`config.mk`:
```
export PLATFORM = sky130hd
export DESIGN_NAME = irq_status_router
export DESIGN_NICKNAME = d
export VERILOG_FILES = /design/src/rtl/irq_rt_pkg.sv /design/src/rtl/irq_bus_decode.sv /design/src/rtl/irq_status_bank.sv /design/src/rtl/irq_idle_fsm.sv /design/src/rtl/irq_node_router.sv /design/src/rtl/irq_status_router.sv
export SDC_FILE = /design/constraint.sdc
export NUM_CORES = 1
export LEC_CHECK = 0
export ABC_AREA = 0
export CAP_MARGIN = 20
export CORE_AREA = 3 3 53 103
export CTS_CLUSTER_SIZE = 30
export DETAILED_ROUTE_END_ITERATION = 8
export DIE_AREA = 0 0 56 106
export PLACE_DENSITY_LB_ADDON = 0.25
export SETUP_SLACK_MARGIN = 0.05
export SYNTH_ARGS = -nofsm -noshare
export SYNTH_HDL_FRONTEND = slang
export SYNTH_SLANG_ARGS = --single-unit
export TNS_END_PERCENT = 5
```
`constraint.sdc`:
```
create_clock -name clk -period 2.8 [get_ports clk]
set_input_delay 0.56 -clock clk [delete_from_list [all_inputs] [get_ports clk]]
set_output_delay 0.56 -clock clk [all_outputs]
set_load 0.1 [all_outputs]
```
`src/rtl/irq_rt_pkg.sv`:
```
package irq_rt_pkg;

    localparam int ADDR_W = 2;

    localparam logic [ADDR_W-1:0] ADR_STATUS = 2'd0;
    localparam logic [ADDR_W-1:0] ADR_SET    = 2'd1;
    localparam logic [ADDR_W-1:0] ADR_CLEAR  = 2'd2;

    // idle flag holder states
    typedef enum logic [0:0] {
        IDLE_RUN   = 1'b0,
        IDLE_FORCE = 1'b1
    } idle_state_e;

endpackage

```
`src/rtl/irq_bus_decode.sv`:
```
module irq_bus_decode
    import irq_rt_pkg::*;
#(
    parameter int SRC_N  = 15,
    parameter int DATA_W = 16
) (
    input  logic              wr_en,
    input  logic [ADDR_W-1:0] addr,
    input  logic [DATA_W-1:0] wdata,
    input  logic [SRC_N-1:0]  status,
    output logic [SRC_N-1:0]  set_mask,
    output logic [SRC_N-1:0]  clr_mask,
    output logic [DATA_W-1:0] rdata
);

    // data bits above the source field carry no meaning
    logic unused_hi_bits;
    assign unused_hi_bits = ^wdata[DATA_W-1:SRC_N];

    always_comb begin
        set_mask = '0;
        clr_mask = '0;
        if (wr_en) begin
            if (addr == ADR_SET) begin
                set_mask = wdata[SRC_N-1:0];
            end else if (addr == ADR_CLEAR) begin
                clr_mask = wdata[SRC_N-1:0];
            end
        end
    end

    always_comb begin
        rdata = '0;
        if (addr == ADR_STATUS) begin
            rdata[SRC_N-1:0] = status;
        end
    end

endmodule

```
`src/rtl/irq_status_bank.sv`:
```
module irq_status_bank #(
    parameter int BIT_N = 14
) (
    input  logic             clk,
    input  logic             rst_n,
    input  logic [BIT_N-1:0] hw_evt,
    input  logic [BIT_N-1:0] sw_set,
    input  logic [BIT_N-1:0] sw_clr,
    output logic [BIT_N-1:0] set_evt,
    output logic [BIT_N-1:0] status
);

    logic [BIT_N-1:0] bits_q;
    logic [BIT_N-1:0] bits_d;

    genvar g;
    generate
        for (g = 0; g < BIT_N; g++) begin : g_bit
            assign set_evt[g] = hw_evt[g] | sw_set[g];
            // a set in the same cycle overrides a clear
            assign bits_d[g]  = set_evt[g] ? 1'b1 :
                                sw_clr[g]  ? 1'b0 : bits_q[g];
        end
    endgenerate

    always_ff @(posedge clk or negedge rst_n) begin
        if (!rst_n) begin
            bits_q <= '0;
        end else begin
            bits_q <= bits_d;
        end
    end

    assign status = bits_q;

endmodule

```
`src/rtl/irq_idle_fsm.sv`:
```
module irq_idle_fsm
    import irq_rt_pkg::*;
(
    input  logic clk,
    input  logic rst_n,
    input  logic idle_en,
    input  logic whe_set,
    input  logic sw_set,
    input  logic sw_clr,
    output logic arm,
    output logic idle_flag
);

    idle_state_e state_q;
    idle_state_e state_d;

    assign arm = sw_set | (idle_en & whe_set);

    always_ff @(posedge clk or negedge rst_n) begin
        if (!rst_n) begin
            state_q <= IDLE_RUN;
        end else begin
            state_q <= state_d;
        end
    end

    always_comb begin
        state_d = state_q;
        unique case (state_q)
            IDLE_RUN: begin
                if (arm) state_d = IDLE_FORCE;
            end
            IDLE_FORCE: begin
                if (sw_clr && !arm) state_d = IDLE_RUN;
            end
        endcase
    end

    always_comb begin
        idle_flag = (state_q == IDLE_FORCE);
    end

endmodule

```
`src/rtl/irq_node_router.sv`:
```
module irq_node_router #(
    parameter int SRC_N  = 15,
    parameter int NODE_N = 4,
    parameter int PTR_W  = 2
) (
    input  logic                   clk,
    input  logic                   rst_n,
    input  logic [SRC_N-1:0]       req,
    input  logic [SRC_N*PTR_W-1:0] sel,
    output logic [NODE_N-1:0]      irq
);

    logic [NODE_N-1:0][SRC_N-1:0] hit;
    logic [NODE_N-1:0]            lvl;
    logic [NODE_N-1:0]            lvl_q;
    logic [NODE_N-1:0]            irq_q;

    genvar n, s;
    generate
        for (n = 0; n < NODE_N; n++) begin : g_node
            for (s = 0; s < SRC_N; s++) begin : g_src
                assign hit[n][s] = req[s] &&
                                   (sel[s*PTR_W +: PTR_W] == PTR_W'(n));
            end
            assign lvl[n] = |hit[n];
        end
    endgenerate

    always_ff @(posedge clk or negedge rst_n) begin
        if (!rst_n) begin
            lvl_q <= '0;
            irq_q <= '0;
        end else begin
            lvl_q <= lvl;
            irq_q <= lvl & ~lvl_q;
        end
    end

    assign irq = irq_q;

endmodule

```
`src/rtl/irq_status_router.sv`:
```
module irq_status_router
    import irq_rt_pkg::*;
#(
    parameter int SRC_N  = 15,
    parameter int DATA_W = 16,
    parameter int NODE_N = 4
) (
    input  logic                             clk,
    input  logic                             rst_n,
    input  logic [SRC_N-2:0]                 hw_evt_i,
    input  logic [ADDR_W-1:0]                bus_addr_i,
    input  logic [DATA_W-1:0]                bus_wdata_i,
    input  logic                             bus_wr_i,
    output logic [DATA_W-1:0]                bus_rdata_o,
    input  logic [SRC_N-1:0]                 src_en_i,
    input  logic [SRC_N*$clog2(NODE_N)-1:0]  node_sel_i,
    input  logic                             idle_en_i,
    output logic [NODE_N-1:0]                irq_o,
    output logic                             idle_force_o
);

    localparam int PTR_W    = $clog2(NODE_N);
    localparam int LOW_N    = SRC_N - 1;
    localparam int IDLE_BIT = SRC_N - 1;
    localparam int WHE_BIT  = SRC_N - 2;

    logic [SRC_N-1:0] set_mask;
    logic [SRC_N-1:0] clr_mask;
    logic [SRC_N-1:0] status_w;
    logic [LOW_N-1:0] low_set_evt;
    logic [LOW_N-1:0] low_status;
    logic             idle_arm;
    logic             idle_flag;
    logic [SRC_N-1:0] src_req;

    irq_bus_decode #(
        .SRC_N  (SRC_N),
        .DATA_W (DATA_W)
    ) u_dec (
        .wr_en    (bus_wr_i),
        .addr     (bus_addr_i),
        .wdata    (bus_wdata_i),
        .status   (status_w),
        .set_mask (set_mask),
        .clr_mask (clr_mask),
        .rdata    (bus_rdata_o)
    );

    irq_status_bank #(
        .BIT_N (LOW_N)
    ) u_bank (
        .clk     (clk),
        .rst_n   (rst_n),
        .hw_evt  (hw_evt_i),
        .sw_set  (set_mask[LOW_N-1:0]),
        .sw_clr  (clr_mask[LOW_N-1:0]),
        .set_evt (low_set_evt),
        .status  (low_status)
    );

    irq_idle_fsm u_idle (
        .clk       (clk),
        .rst_n     (rst_n),
        .idle_en   (idle_en_i),
        .whe_set   (low_set_evt[WHE_BIT]),
        .sw_set    (set_mask[IDLE_BIT]),
        .sw_clr    (clr_mask[IDLE_BIT]),
        .arm       (idle_arm),
        .idle_flag (idle_flag)
    );

    assign src_req  = {idle_arm, low_set_evt} & src_en_i;
    assign status_w = {idle_flag, low_status};

    irq_node_router #(
        .SRC_N  (SRC_N),
        .NODE_N (NODE_N),
        .PTR_W  (PTR_W)
    ) u_route (
        .clk   (clk),
        .rst_n (rst_n),
        .req   (src_req),
        .sel   (node_sel_i),
        .irq   (irq_o)
    );

    assign idle_force_o = idle_flag;

endmodule

```
==> metrics.txt <==
Yosys reg bits=23; mux cell area share after synthesis=0; Worst Slack Setup Final=0.194 ns; Synth area leader=dfrtp_1; Routed WL per cell=17.4 µm; GRT overflow=0; Int Pwr=0.000723 W; Fill cells=368; CTS tree=yes; placed cell area=3340 µm²; CP Data Arrival Time=2.05 ns; Pwr Density=366 nW/µm²; sw frac=0.417; Design Power=0.00124 W; clock slew at reported path FFs=0.09 ns; vias in the first global route=2454; fin cells=418; ant diodes=0; area share of the largest cell type after synthesis=0.273; startpoint types=input port; list of most frequent post-synthesis cells=dfrtp_1 (23), o2111ai_1 (21), o21ai_0 (18); RSZ-0062 raised after global routing=no; Post-Syn Area=2100 µm²; clk_skew=0.000289 ns; YS warnings=0; Die W=56 µm; Num CTS Buffers=3; Synth Area in Adders=0; pre-CTS WS=0.126 ns; gpl congestion=0.869; largest family of logic cells by synthesized area=compound AO/OA/AOI/OAI gates; Post-Synthesis Cells=261; DRC viols=0; Required @ worst endpoint=2.24 ns; clk_lat worst skew=0.27 ns; status=finished clean; Post-Syn Area per Cell=8.06 µm²; GRT Total Usage=0.238; Sink Count=23; Synth Flop Type=dfrtp_1; Post-synth ARST share=1.00; Via density=6.00; CORE AREA=4730 µm²; clock network power share=0.175; critical path peak fanout=38; setup bufs post-CTS=0; 1st-pass router iterations=4; final worst-path cycle share=0.931; Critical Path Sink Type=output port; initial antenna violation count=0; Period minus WS final=2.61 ns; fin area=3380 µm²; Inst Count DP=414; H-Tree Depth=1; area grow syn2layout=60.8%; detailed placement HPWL=6.02 mm; DIE HEIGHT=106 µm; min-delay worst type=reg2reg; WS Path Type=in2out; Die ar.=5940 µm²; simple logic cell fraction of the synthesized area=0.294; via count=2509; maximum VDD drop=311 µV; final-stage net count=445; final setup fails=0; Post-CTS Resized=0; Hold-fix buffers, CTS=0; Synth Area in XOR/XNOR=0; Yosys cell types=40; Port Buffers=99; largest net degree at the start of global routing=39; Root Driver=clkbuf_8; count leader, synth=dfrtp_1; Post-Route WL=7.28 mm; share of layout cells above drive strength 1=0.168; Post-DRT Antenna Nets=0; MaxCap Viol Count=0; EDFF count, synth=0; Syn Nets=342; Reg power frac=0.307; global-route wire length before repair=11.4 mm; clk buf depth=2; Synth Area in Compound Gates=0.370; Synth area leaders=dfrtp_1 (27%), o2111ai_1 (8.7%), o211ai_1 (5.4%); I/O Pins=102; final setup TNS=0 ns; leak pwr=1.27 nW; max-slew violations=0; Starting Density=0.445; Rows=35; final hold vios=0; combinational share of power=0.517; total net switching power=0.000516 W; FMAX=384 MHz; Initial DRC Count=96; Seq/Total Area, Yosys=0.273
metrics by stage:
stage | util | hold slack [ns]
global route | 0.716 | 0.416
finish | 0.716 | 0.400
CTS | 0.716 | 0.405
detailed placement | 0.706 | 0.390
global placement | 0.706 | 0.386
floorplan | - | 0.264
kinds of logic (layout without fill, tap and decap cells):
group           count (synthesis)  count (layout)
compound gates                110             110
flops                          23              23
buf+inv                        25             127
simple gates                  102             102
other cells                     1               1
power groups by stage:
stage                     Combinational, W  Clock, W  Sequential [W]
after floorplan                   0.000259         0        0.000473
after global placement            0.000631         0        0.000387
after detailed placement          0.000639         0        0.000387
after CTS                         0.000641  0.000222        0.000381
after global routing              0.000676  0.000237        0.000384
final                             0.000641  0.000217        0.000381
routing by layer:
metal  track usage  wire, µm  vias up
li1              -         -     1238
met5             0         0        -
met1         0.265      2620     1177
met2         0.451      4100       80
met4        0.0968       246        0
met3        0.0158       315       14
worst max-delay path: stages:
cell	delay [ns]
clkdlybuf4s50_1	0.48
buf_12	0.20
nor2_1	0.20
buf_4	0.21
and2_1	0.19
buf_12	0.18
flip-flops by register name, summed over array words and instances (netlist names):
| signal | count |
|---|---|
| u_route.irq | 4 |
| u_route.lvl_q | 4 |
| u_bank.status | 14 |
| u_idle.idle_flag | 1 |
layout by cell type (no fill, tap or decap), drive strengths merged, types with 15 or more instances in the layout:
| cell | count |
|---|---|
| nor2 | 15 |
| clkdlybuf4s50 | 79 |
| buf | 33 |
| dfrtp | 23 |
| and2 | 15 |
| o21ai | 23 |
| a31oi | 17 |
| o211ai | 17 |
| a21oi | 17 |
| nand2 | 17 |
| o2111ai | 22 |
layout make-up:
class                           count  area, µm²  share of cell area
Multi-Input combinational cell    213       1400               0.414
Timing Repair Buffer              112       1250               0.370
Clock buffer                        3       41.3              0.0122
Inverter                           11       41.3              0.0122
Sequential cell                    23        576               0.170
Clock inverter                      1       5.00             0.00148
Tap cell                           55       68.8              0.0203
path summary, 6_finish.rpt:
kind                                        from                 to  slack, ns  cells past startpoint
worst max-delay path               bus_addr_i[0]     bus_rdata_o[5]       0.19                      6
worst min-delay path            u_route.lvl_q[1]     u_route.irq[1]       0.40                      1
worst max register to register  u_bank.status[4]   u_bank.status[4]       1.81                      3
worst min register to register  u_route.lvl_q[1]     u_route.irq[1]       0.40                      1
max in group asynchronous                  rst_n   u_bank.status[5]       1.90                      2
min in group asynchronous                  rst_n  u_bank.status[12]       0.65                      2
Power figures use the tool's default switching activity.
